`config.mk`:
```
export PLATFORM = sky130hd
export DESIGN_NAME = airtime_calc
export DESIGN_NICKNAME = d
export VERILOG_FILES = /design/src/rtl/airtime_pkg.sv /design/src/rtl/airtime_mode_sel.sv /design/src/rtl/airtime_ceil_div.sv /design/src/rtl/airtime_calc.sv
export SDC_FILE = /design/constraint.sdc
export NUM_CORES = 1
export LEC_CHECK = 0
export ABC_AREA = 1
export BUFFER_PORTS_ARGS = -buffer_cell sky130_fd_sc_hd__clkbuf_2
export CORE_ASPECT_RATIO = 0.7
export CORE_MARGIN = 3
export CORE_UTILIZATION = 50
export CTS_BUF_LIST = sky130_fd_sc_hd__clkbuf_2 sky130_fd_sc_hd__clkbuf_4 sky130_fd_sc_hd__clkbuf_8
export DETAILED_ROUTE_END_ITERATION = 8
export GPL_ROUTABILITY_DRIVEN = 0
export PLACE_DENSITY = 0.66
export SKIP_LAST_GASP = 1
export SYNTH_ARGS = -nofsm -noshare
export SYNTH_HDL_FRONTEND = slang
export SYNTH_SLANG_ARGS = --single-unit
```
`constraint.sdc`:
```
create_clock -name clk -period 10.2 [get_ports clk]
set_input_delay 2.04 -clock clk [delete_from_list [all_inputs] [get_ports clk]]
set_output_delay 2.04 -clock clk [all_outputs]
set_load 0.005 [all_outputs]
```
`src/rtl/airtime_pkg.sv`:
```
package airtime_pkg;

    typedef enum logic [1:0] {
        BW_DEFAULT = 2'd0,
        BW_TURBO   = 2'd1,
        BW_HALF    = 2'd2,
        BW_QUARTER = 2'd3
    } bw_mode_e;

    typedef enum logic [1:0] {
        ST_IDLE = 2'd0,
        ST_PREP = 2'd1,
        ST_WAIT = 2'd2
    } calc_state_e;

    typedef enum logic {
        D_IDLE = 1'b0,
        D_RUN  = 1'b1
    } div_state_e;

endpackage

```
`src/rtl/airtime_mode_sel.sv`:
```
module airtime_mode_sel
    import airtime_pkg::*;
#(
    parameter int RATE_W   = 10,
    parameter int CONST_W  = 8,
    parameter int DEF_SIFS = 16,
    parameter int DEF_PRE  = 20,
    parameter int DEF_SYM  = 4,
    parameter int TRB_SIFS = 8,
    parameter int TRB_PRE  = 14,
    parameter int TRB_SYM  = 4,
    parameter int HLF_SIFS = 32,
    parameter int HLF_PRE  = 40,
    parameter int HLF_SYM  = 8,
    parameter int QTR_SIFS = 64,
    parameter int QTR_PRE  = 80,
    parameter int QTR_SYM  = 16
) (
    input  bw_mode_e            mode_i,
    input  logic [RATE_W-1:0]   rate_i,
    output logic [CONST_W-1:0]  sifs_o,
    output logic [CONST_W-1:0]  pre_o,
    output logic [CONST_W-1:0]  sym_o,
    output logic [RATE_W-1:0]   eff_rate_o
);

    logic [RATE_W-1:0] rate_half;
    logic [RATE_W-1:0] rate_quarter;

    // Round-up halving and quartering without discarding any bit.
    assign rate_half    = {1'b0, rate_i[RATE_W-1:1]} + RATE_W'(rate_i[0]);
    assign rate_quarter = {2'b00, rate_i[RATE_W-1:2]} + RATE_W'(|rate_i[1:0]);

    always_comb begin
        unique case (mode_i)
            BW_TURBO: begin
                sifs_o     = CONST_W'(TRB_SIFS);
                pre_o      = CONST_W'(TRB_PRE);
                sym_o      = CONST_W'(TRB_SYM);
                eff_rate_o = rate_i;
            end
            BW_HALF: begin
                sifs_o     = CONST_W'(HLF_SIFS);
                pre_o      = CONST_W'(HLF_PRE);
                sym_o      = CONST_W'(HLF_SYM);
                eff_rate_o = rate_half;
            end
            BW_QUARTER: begin
                sifs_o     = CONST_W'(QTR_SIFS);
                pre_o      = CONST_W'(QTR_PRE);
                sym_o      = CONST_W'(QTR_SYM);
                eff_rate_o = rate_quarter;
            end
            default: begin
                sifs_o     = CONST_W'(DEF_SIFS);
                pre_o      = CONST_W'(DEF_PRE);
                sym_o      = CONST_W'(DEF_SYM);
                eff_rate_o = rate_i;
            end
        endcase
    end

endmodule

```
`src/rtl/airtime_ceil_div.sv`:
```
module airtime_ceil_div
    import airtime_pkg::*;
#(
    parameter int W = 32
) (
    input  logic         clk,
    input  logic         rst_n,
    input  logic         load_i,
    input  logic [W-1:0] dividend_i,
    input  logic [W-1:0] divisor_i,
    output logic [W-1:0] quot_o,
    output logic         valid_o
);

    localparam int CNT_W = (W > 1) ? $clog2(W) : 1;
    localparam logic [CNT_W-1:0] LAST_STEP = CNT_W'(W - 1);

    div_state_e       dstate_q, dstate_n;
    logic [W-1:0]     rem_q, quo_q, dsr_q;
    logic [CNT_W-1:0] cnt_q;
    logic [W:0]       shifted;
    logic             fits;
    logic [W-1:0]     diff;

    // One restoring step: shift in the next dividend bit, subtract if it fits.
    assign shifted = {rem_q, quo_q[W-1]};
    assign fits    = shifted >= {1'b0, dsr_q};
    assign diff    = shifted[W-1:0] - dsr_q;

    always_ff @(posedge clk or negedge rst_n) begin
        if (!rst_n) dstate_q <= D_IDLE;
        else        dstate_q <= dstate_n;
    end

    always_comb begin
        dstate_n = dstate_q;
        unique case (dstate_q)
            D_IDLE: if (load_i) dstate_n = D_RUN;
            D_RUN:  if (cnt_q == LAST_STEP) dstate_n = D_IDLE;
            default: dstate_n = D_IDLE;
        endcase
    end

    always_ff @(posedge clk or negedge rst_n) begin
        if (!rst_n) begin
            rem_q   <= '0;
            quo_q   <= '0;
            dsr_q   <= '0;
            cnt_q   <= '0;
            valid_o <= 1'b0;
        end else begin
            valid_o <= 1'b0;
            unique case (dstate_q)
                D_IDLE: begin
                    if (load_i) begin
                        rem_q <= '0;
                        quo_q <= dividend_i;
                        dsr_q <= divisor_i;
                        cnt_q <= '0;
                    end
                end
                D_RUN: begin
                    rem_q <= fits ? diff : shifted[W-1:0];
                    quo_q <= {quo_q[W-2:0], fits};
                    cnt_q <= cnt_q + 1'b1;
                    if (cnt_q == LAST_STEP) valid_o <= 1'b1;
                end
                default: ;
            endcase
        end
    end

    assign quot_o = quo_q;

endmodule

```
`src/rtl/airtime_calc.sv`:
```
module airtime_calc
    import airtime_pkg::*;
#(
    parameter int LEN_W     = 12,
    parameter int RATE_W    = 10,
    parameter int CONST_W   = 8,
    parameter int DIV_W     = 32,
    parameter int PLCP_BITS = 22,
    parameter int ACK_BYTES = 10,
    parameter int DEF_SIFS  = 16,
    parameter int DEF_PRE   = 20,
    parameter int DEF_SYM   = 4,
    parameter int TRB_SIFS  = 8,
    parameter int TRB_PRE   = 14,
    parameter int TRB_SYM   = 4,
    parameter int HLF_SIFS  = 32,
    parameter int HLF_PRE   = 40,
    parameter int HLF_SYM   = 8,
    parameter int QTR_SIFS  = 64,
    parameter int QTR_PRE   = 80,
    parameter int QTR_SYM   = 16
) (
    input  logic              clk,
    input  logic              rst_n,
    input  logic              start_i,
    input  logic              ack_i,
    input  logic [1:0]        mode_i,
    input  logic [LEN_W-1:0]  len_i,
    input  logic [RATE_W-1:0] rate_i,
    output logic              done_o,
    output logic              err_o,
    output logic [DIV_W-1:0]  dur_o
);

    calc_state_e        state_q, state_n;
    bw_mode_e           mode_q;
    logic [LEN_W-1:0]   len_q;
    logic [RATE_W-1:0]  rate_q;

    logic [CONST_W-1:0] sifs, pre, sym;
    logic [RATE_W-1:0]  eff_rate;

    logic [DIV_W-1:0]   bits, scaled, divisor, dividend;
    logic               zero_div;
    logic               div_load, div_valid;
    logic [DIV_W-1:0]   quot, air, dur_calc;

    airtime_mode_sel #(
        .RATE_W(RATE_W), .CONST_W(CONST_W),
        .DEF_SIFS(DEF_SIFS), .DEF_PRE(DEF_PRE), .DEF_SYM(DEF_SYM),
        .TRB_SIFS(TRB_SIFS), .TRB_PRE(TRB_PRE), .TRB_SYM(TRB_SYM),
        .HLF_SIFS(HLF_SIFS), .HLF_PRE(HLF_PRE), .HLF_SYM(HLF_SYM),
        .QTR_SIFS(QTR_SIFS), .QTR_PRE(QTR_PRE), .QTR_SYM(QTR_SYM)
    ) u_mode (
        .mode_i     (mode_q),
        .rate_i     (rate_q),
        .sifs_o     (sifs),
        .pre_o      (pre),
        .sym_o      (sym),
        .eff_rate_o (eff_rate)
    );

    // Operand formation: bits*10 plus (divisor-1) gives a rounded-up quotient.
    assign bits     = DIV_W'(PLCP_BITS) + (DIV_W'(len_q) << 3);
    assign scaled   = (bits << 3) + (bits << 1);
    assign divisor  = DIV_W'(eff_rate) * DIV_W'(sym);
    assign zero_div = (divisor == '0);
    assign dividend = scaled + divisor - DIV_W'(1);
    assign div_load = (state_q == ST_PREP) && !zero_div;

    airtime_ceil_div #(.W(DIV_W)) u_div (
        .clk        (clk),
        .rst_n      (rst_n),
        .load_i     (div_load),
        .dividend_i (dividend),
        .divisor_i  (divisor),
        .quot_o     (quot),
        .valid_o    (div_valid)
    );

    assign air      = DIV_W'(sym) * quot;
    assign dur_calc = DIV_W'(sifs) + DIV_W'(pre) + air;

    // State register.
    always_ff @(posedge clk or negedge rst_n) begin
        if (!rst_n) state_q <= ST_IDLE;
        else        state_q <= state_n;
    end

    // Next-state logic.
    always_comb begin
        state_n = state_q;
        unique case (state_q)
            ST_IDLE: if (start_i) state_n = ST_PREP;
            ST_PREP: state_n = zero_div ? ST_IDLE : ST_WAIT;
            ST_WAIT: if (div_valid) state_n = ST_IDLE;
            default: state_n = ST_IDLE;
        endcase
    end

    // Operand capture and result outputs.
    always_ff @(posedge clk or negedge rst_n) begin
        if (!rst_n) begin
            mode_q <= BW_DEFAULT;
            len_q  <= '0;
            rate_q <= '0;
            done_o <= 1'b0;
            err_o  <= 1'b0;
            dur_o  <= '0;
        end else begin
            done_o <= 1'b0;
            unique case (state_q)
                ST_IDLE: begin
                    if (start_i) begin
                        mode_q <= bw_mode_e'(mode_i);
                        len_q  <= ack_i ? LEN_W'(ACK_BYTES) : len_i;
                        rate_q <= rate_i;
                    end
                end
                ST_PREP: begin
                    if (zero_div) begin
                        done_o <= 1'b1;
                        err_o  <= 1'b1;
                        dur_o  <= '1;
                    end
                end
                ST_WAIT: begin
                    if (div_valid) begin
                        done_o <= 1'b1;
                        err_o  <= 1'b0;
                        dur_o  <= dur_calc;
                    end
                end
                default: ;
            endcase
        end
    end

endmodule

```
# Yosys cells after proc, flatten, opt, wreduce, memory -nomap -nowiden
# Cells that the tools add are included.
[word_totals] ff_bits=149 out_inout_bits=34 wordCells=77
[classes] addsub=10 n_mul=2 order_cmp=1 n_eq_ne=10 muxes=30 bitwise_logic=1 n_reduce_logical=10
[ops] cell="one-hot mux 32 bit (2 select lines)" n=3
[ops] cell="two-way mux 32 bit" n=5
[ops] cell="one-hot mux 7 bit (3 select lines)" n=2
[ops] cell=">= comparator 33 x 18 -> 1 bit" n=1
[ops] cell="adder 9 x 32 -> 32 bit" n=1
[ops] cell="zero test 32 bit" n=1
[ops] cell="multiplier 8 x 32 -> 32 bit" n=1
[ops] cell="subtractor 32 x 18 -> 32 bit" n=1
[ops] cell="subtractor 21 x 1 -> 22 bit, second input constant" n=1
[ops] cell="adder 20 x 18 -> 21 bit" n=1
[ops] cell="adder 19 x 17 -> 20 bit" n=1
[ops] cell="one-hot mux 10 bit (2 select lines)" n=1
[ops] cell="one-hot mux 5 bit (2 select lines)" n=2
[ops] cell="multiplier 10 x 8 -> 18 bit" n=1
[ops] cell="adder 5 x 15 -> 16 bit, first input constant" n=1
[ops] cell="two-way mux 12 bit" n=1
[ops] cell="adder 9 x 1 -> 10 bit" n=1
[ops] cell="adder 8 x 1 -> 9 bit" n=1
[ops] cell="adder 8 x 8 -> 9 bit" n=1
[ops] cell="two-way mux 1 bit" n=8
[ops] cell="== test 2 bit, second input constant" n=3
[ops] cell="two-way mux 2 bit" n=3
[ops] cell="inequality test 2 bit, second input constant" n=3
[ops] cell="one-hot mux 1 bit (2 select lines)" n=3
[ops] cell="14 further kinds" n=17

# Logic depth before layout (Yosys ltp)
# Gate-level depths: netlist of the first run.
[depth] depth_word=9 ltp_mapped=38 mapped_depth_nobuf=38

# Cells and area by module
# From an unflattened synthesis of the first run, not the netlist that was laid out.
[hier_totals] cells_unflattened=3447 area_unflattened_um2=23402.4
[modules_own_cells] mod="airtime_calc" n_inst=1 cells_each=2243 area_each_um2=15547.4 seq_area_each_um2=1501.4
[modules_own_cells] mod="airtime_ceil_div" n_inst=1 cells_each=1065 area_each_um2=7088.0 seq_area_each_um2=2577.5
[modules_own_cells] mod="airtime_mode_sel" n_inst=1 cells_each=139 area_each_um2=767.0 seq_area_each_um2=0.0

# Worst setup path before layout of the first run
# No wires, ideal clock.
[synth_path] path_type="flip-flop to flip-flop" from="register mode_q[0]" to="register u_div.quo_q[17] (netlist: u_div.quot_o[17])" setup_ps=117 t_arrival_ps=5534 required_time_ps=10083 setup_slack_ps=4549 stages_incl_launch_ff=35 path_buffers=2 synth_period_minus_slack_ps=5651 cell_sequence="dfrtp_1 -> ha_1 -> buf_2 -> nor2_2 -> clkbuf_1 -> nand2_1 -> o221ai_1 -> nand2_1 -> fa_1 -> inv_1 -> ha_1 -> ha_1 -> ha_1 -> inv_1 -> fa_1 -> inv_1 -> nand3_1 -> nand2_1 -> nand2_1 -> nand2_1 -> nand2_1 -> nand2_1 -> inv_1 -> fa_1 -> ha_1 -> nand2_1 -> nor2_1 -> nand3_1 -> or2_2 -> nand2_1 -> nand2_1 -> nand3_1 -> nand2_1 -> nand2_1 -> nand2_1"
[synth_via] elab_chain_len=7
[synth_lines] item="start, declared" line="airtime_calc.sv:36" source="bw_mode_e mode_q;"
[synth_lines] item="start signal, assigned" line="airtime_calc.sv:115" source="mode_q <= bw_mode_e'(mode_i);"
[synth_lines] item="== test 2 bit" line="airtime_mode_sel.sv:35" source="unique case (mode_i)"
[synth_lines] item="one-hot mux 10 bit (2 select lines) / one-hot mux 5 bit (2 select lines) (equally long branches)" line="airtime_mode_sel.sv:35"
[synth_lines] item="multiplier 10 x 8 -> 18 bit (*)" line="airtime_calc.sv:66" source="assign divisor = DIV_W'(eff_rate) * DIV_W'(sym);"
[synth_lines] item="via divisor[14]" line="airtime_calc.sv:43" source="logic [DIV_W-1:0] bits, scaled, divisor, dividend;"
[synth_lines] item="adder 20 x 18 -> 21 bit / zero test 32 bit (equally long branches)" line="airtime_calc.sv:68, airtime_calc.sv:67"
[synth_lines] item="subtractor 21 x 1 -> 22 bit / zero test 1 bit (equally long branches)" line="airtime_calc.sv:68, airtime_calc.sv:69"
[synth_lines] item="two-way mux 32 bit / logical AND 1 bit (equally long branches)" line="airtime_ceil_div.sv:55, airtime_calc.sv:69"
[synth_lines] item="one-hot mux 32 bit (2 select lines) / inequality test 2 bit (equally long branches)"
[synth_lines] item="end signal, assigned" line="airtime_ceil_div.sv:57" source="quo_q <= dividend_i;"
[synth_lines] item="end signal, assigned" line="airtime_ceil_div.sv:64" source="quo_q <= {quo_q[W-2:0], fits};"
[synth_lines] item="end, declared" line="airtime_ceil_div.sv:19" source="logic [W-1:0] rem_q, quo_q, dsr_q;"
# The timed path passes the listed nets; every way through them passes the cells marked *. The select of a mux whose other input is x is not followed.
# A chain may end at the register's enable or synchronous reset.

# Worst setup path in the final report of the first run
[layout_path] from="register mode_q[0]" to="register u_div.quo_q[15] (netlist: u_div.quot_o[15])"
# Same word-level chain as after synthesis.

==> flow_summary.ini, run 1 <==
[status]
status = finished clean

[synth]
synth-edff-count = 0
synth_simple_gate_area_share_pct = 34.8
ys_warn_count = 0
synth_commonest_cells = nand2_1, inv_1, nand3_1
ys.flop_type = dfrtp_1
async_flop_share_pct = 100
synth_nets = 2521
ys_seq_area_share_pct = 23.7
synthAdderAreaFrac_pct = 22.3
muxShareOfSynthArea_pct = 0
netlist_area_um2 = 15200
synth.area.top_cells = dfrtp_1, nand2_1, ha_1
synthXorXnorAreaFrac_pct = 1.67
synth_largest_area_cell = dfrtp_1
synthMostInstantiatedCell = nand2_1
synth_compound_area_share_pct = 6.50
syn-instance-count = 2254
synth_top_family_by_area = simple AND/OR/NAND/NOR gates
ys_ff_latch = 144
synth_top_area_share_pct = 23.7
syn_avg_cell_area_um2 = 6.75
synth.distinct_cells = 45

[sta]
worstMarginPinSlew_ns = 1.04
finalHoldViolations = 0
rsz0062_at_grt = no
fin_setup_tns_ns = 0
setup_viol = 0
max_freq_mhz = 158
relSlewSlack_pct = 30.9
finalCritPeriodShare_pct = 61.9
slew_violations = 0
fin_crit_ns = 6.32
fin_skew_ns = 0.0113

[clocking]
clk_pin_slew_ns = 0.08
hold_buffers = 0
post-cts-setup-buffer-count = 0
cts-root-buf = clkbuf_8
clock_latency_ns = 0.49
cts_max_level = 4
ctsLongestPathBuffers = 2
cts_num_sinks = 144
cts_resized = 0
numCtsBuffers = 17
cts_tree = yes

[placed_design]
io_buffers = 61
hpwlAfterDp_um = 28900

[drt]
viasPerCell = 5.24
drt-wirelength-per-cell_um = 13.8
ant_nets = 0
dr.pass1.iters = 5
drc = 0
drtIter0Drc = 1215
vias = 14100
wirelength_um = 37300

[worst_setup_path]
crit_arrival_ns = 6.74
critPathMaxStageDelay_ns = 0.52
crit_required_ns = 10.63
cp_top_family = adder cells
path_common_cell = nand2_1
crit_fanout = 13
critPathBufInv = 6
timing.rr.start = mode_q[0]
start_kind = flip-flop
rrSetupSlack_ns = 3.88
reg2reg_depth = 32
regToRegEndpoint = u_div.quot_o[15]
critical_path_class = flip-flop to flip-flop
crit_path_end_kind = flip-flop
worst-path-stages = 32
cp-endpoint = u_div.quot_o[15]
cp_slowest_cell = fa_1
worstSetupStartpoint = mode_q[0]

[final_layout]
antenna_cells = 0
area_growth_pct = 6.06
fin_nets = 2544
multi_input_area_um2 = 9930
ff_latch_area_um2 = 3600
fill_cells = 2962
layout-drive-gt1-share_pct = 6.43

[die]
fp.dieH_um = 152
core-area_um2 = 29400
initial_utilization_pct = 51.7
die_area_um2 = 32600
io-pin-count = 62
die_w_um = 214
rows = 52

[global_routing]
grt_pass1_wl_um = 62500
grt_overflow = 0
grt.total_usage_pct = 22.9
grt_max_degree = 93
antenna_found_initial = 1
grt_pass1_vias = 12600

[min_path]
min_path_type = flip-flop to flip-flop

[run]
cap_violations = 0
[per-layer routing]
metal  part of all wire (%)  wire length, um  global-route usage [%]  vias to the layer above
met4                    1.2              443                    4.81                        2
met1                     51            19000                    35.2                     6576
met5                  0.035               13                       0                        -
met2                     41            15400                    33.0                      351
li1                       -                -                       -                     7154
met3                    6.4             2370                    4.67                       36
[stage by stage]
stage / utilization (%) / worst slack, ns / hold WS, ns / instances / cell area [um^2]
floorplan: - / 4.55 / 0.442 / 2254 / 15200
CTS: 54.8 / 3.94 / 0.477 / 2692 / 16100
global route: 54.8 / 3.36 / 0.492 / 2692 / 16100
global placement: 53.5 / 4.18 / 0.455 / 2663 / 15700
finish: 54.8 / 3.88 / 0.475 / 2692 / 16100
detailed placement: 53.5 / 3.97 / 0.457 / 2663 / 15700
[how the worst min path moves through the flow]
stage	endpoint	from	slack (ns)	depth (start not counted)
after floorplan	u_div.dsr_q[10]	u_div.dsr_q[10]	0.44	2
after global placement	dur_o[12]	dur_o[12]	0.46	2
after detailed placement	dur_o[17]	dur_o[17]	0.46	2
after CTS	dur_o[17]	dur_o[17]	0.48	2
after global routing	dur_o[21]	dur_o[21]	0.49	2
final	dur_o[17]	dur_o[17]	0.48	2
[flip-flops by register name, summed over array words and instances, names as in the netlist]
register / cells
u_div.cnt_q: 5
dur_o: 32
u_div.valid_o: 1
done_o: 1
u_div.dsr_q: 14
u_div.quot_o: 32
rate_q: 10
mode_q: 2
u_div.rem_q: 32
state_q: 2
len_q: 12
u_div.dstate_q: 1
[worst min-delay path, cell delays in order (launching register included)]
cell and delay (ns):
dfrtp_1 0.35, nand2_1 0.05, nand2_1 0.05
[cells by family after synthesis]
group,count (synthesis)
flops,144
fa+ha+maj,239
buf+inv,419
xor+xnor,29
simple gates,1241
compound gates,182
[cell usage in the layout (no fill, tap or decap), types with 24 or more instances in the layout]
cell      count
xor2_1       24
clkbuf_2     60
inv_1       345
o21ai_0      74
nand4_1      37
dfrtp_1     143
nand3_1     201
fa_1         54
ha_1        185
nand2_1     792
a21oi_1      71
nor2_1      135
[final cells by class]
type	instances	area share [%]
Clock buffer	20	1.67
Clock inverter	9	0.683
Inverter	352	8.20
Multi-Input combinational cell	1691	61.6
Sequential cell	144	22.4
Tap cell	405	3.14
Timing Repair Buffer	71	2.40
Power of run 1 is left out: the tool's default activity adds up to more than one toggle a clock period on the data nets, which glitch-free logic cannot reach.
==> run 2, diff against run 1 <==
--- a/config.mk
+++ b/config.mk
@@ -13,7 +13,7 @@
 export CTS_BUF_LIST = sky130_fd_sc_hd__clkbuf_2 sky130_fd_sc_hd__clkbuf_4 sky130_fd_sc_hd__clkbuf_8
 export DETAILED_ROUTE_END_ITERATION = 8
 export GPL_ROUTABILITY_DRIVEN = 0
-export PLACE_DENSITY = 0.66
+export PLACE_DENSITY = 0.68
 export SKIP_LAST_GASP = 1
 export SYNTH_ARGS = -nofsm -noshare
 export SYNTH_HDL_FRONTEND = slang
==> constraint.sdc (replaced) <==
create_clock -name clk -period 5.3 [get_ports clk]
set_input_delay 1.06 -clock clk [delete_from_list [all_inputs] [get_ports clk]]
set_output_delay 1.06 -clock clk [all_outputs]
set_load 0.005 [all_outputs]
==> flow_summary.ini, run 2 (same netlist as run 1, synthesis figures left out) <==
[drt]
wl_met1_um = 19100
routed-wl-met2_um = 16600
wirelength_um = 39000
ant_nets = 0
routed.top_layer = met5
drt-wirelength-per-cell_um = 13.9
dr.pass1.iters = 7
drc = 0
met3_length_um = 2690
vias = 14800
drtIter0Drc = 1309
viasPerCell = 5.30

[status]
violations = setup timing
status = complete, but fails checks

[die]
initial_utilization_pct = 51.7
die_w_um = 214
io-pin-count = 62
core-area_um2 = 29400
rows = 52
fp.dieH_um = 152
die_area_um2 = 32600

[global_routing]
grt.total_usage_pct = 23.8
grt_max_degree = 81
antenna_found_initial = 1
grt_pass1_vias = 13500
grt_pass1_wl_um = 65400
grt_overflow = 0

[clocking]
clk_pin_slew_ns = 0.09
ctsLongestPathBuffers = 2
cts_num_sinks = 144
hold_buffers = 0
numCtsBuffers = 17
clock_latency_ns = 0.51
cts_max_level = 4
cts-root-buf = clkbuf_8
cts_tree = yes

[sta]
rsz0062_at_grt = yes
finalHoldViolations = 0
setup_viol = 6
max_freq_mhz = 186
relSlewSlack_pct = 32.4
fin_ws_ns = -0.0702
slew_violations = 0
fin_setup_tns_ns = -0.250
fin_crit_ns = 5.37
fin_skew_ns = 0.0171
finalCritPeriodShare_pct = 101
worstMarginPinSlew_ns = 1.01

[worst_setup_path]
crit_required_ns = 5.74
crit_path_end_kind = flip-flop
crit_fanout = 4
regToRegEndpoint = u_div.quot_o[15]
critical_path_class = flip-flop to flip-flop
critPathMaxStageDelay_ns = 0.52
rrSetupSlack_ns = -0.07
cp_slowest_cell = fa_1
reg2reg_depth = 38
timing.rr.start = rate_q[1]
crit_arrival_ns = 5.81
path_common_cell = nand2_1
start_kind = flip-flop

[final_layout]
antenna_cells = 0
area_growth_pct = 15.9
final_cell_mix = nand2_1, inv_1, nand3_1
mostFrequentLayoutCell = nand2_1
fin_area_um2 = 17600
layout-drive-gt1-share_pct = 15.1
fin_nets = 2647

[run]
cap_violations = 0

[min_path]
hp-start = dur_o[4]
holdPathStages = 2
min_path_type = flip-flop to flip-flop
min_to = dur_o[4]

[placed_design]
io_buffers = 61
dpl_worst_slack_ns = -0.457
place_area_um2 = 16400
hpwlAfterDp_um = 29100
run 2: cell types whose count changed in the layout (fill, tap and decap cells not counted), sizes merged:
cell	before	now
buf	11	113
clkinv	9	6
inv	350	353
clkbuf	80	82
clkinvlp	0	2
run 2: worst max-delay path: cells and delay by family (launching register included):
family,cells,cell delay [ns]
xor+xnor,1,0.14
flops,1,0.38
fa+ha+maj,9,2.67
simple gates,19,1.37
compound gates,1,0.11
buf+inv,8,0.60
run 2: how the worst max path moves through the flow:
stage                    from          endpoint  slack [ns]
finish              rate_q[1]  u_div.quot_o[15]       -0.07
global route        rate_q[0]  u_div.quot_o[15]       -0.41
CTS                 rate_q[0]  u_div.quot_o[15]       -0.01
detailed placement  rate_q[0]  u_div.quot_o[15]       -0.46
global placement    rate_q[0]  u_div.quot_o[17]       -0.29
floorplan           rate_q[0]  u_div.quot_o[17]       0.001
run 2: through the flow:
step                hold slack, ns  std cells  utilization (%)
floorplan                    0.442       2254                -
global placement             0.454       2746             55.9
detailed placement           0.458       2746             55.9
CTS                          0.481       2786             58.7
global route                 0.499       2798             59.9
finish                       0.476       2798             59.9
run 2: cell type report:
| class | instances | area (um^2) |
|---|---|---|
| Clock inverter | 11 | 129 |
| Fill cell | 2745 | 11800 |
| Timing Repair Buffer | 174 | 1230 |
| Sequential cell | 144 | 3600 |
| Clock buffer | 21 | 270 |
| Inverter | 352 | 1320 |
| Multi-Input combinational cell | 1691 | 10600 |
| Tap cell | 405 | 507 |
run 2: what timing repair did:
action                     in CTS  in global routing
buffers inserted                8                 12
pin swaps                      40                 26
cloned                          0                  1
resized for setup              67                 65
setup endpoints to repair      12                 29
run 2: layer usage:
metal  vias to the layer above  GRT usage [%]
met3                        53           5.11
met2                       446           35.5
met1                      6946           35.4
li1                       7372              -
met5                         -              0
met4                         2           5.16
Power of run 2 is left out for the same reason.
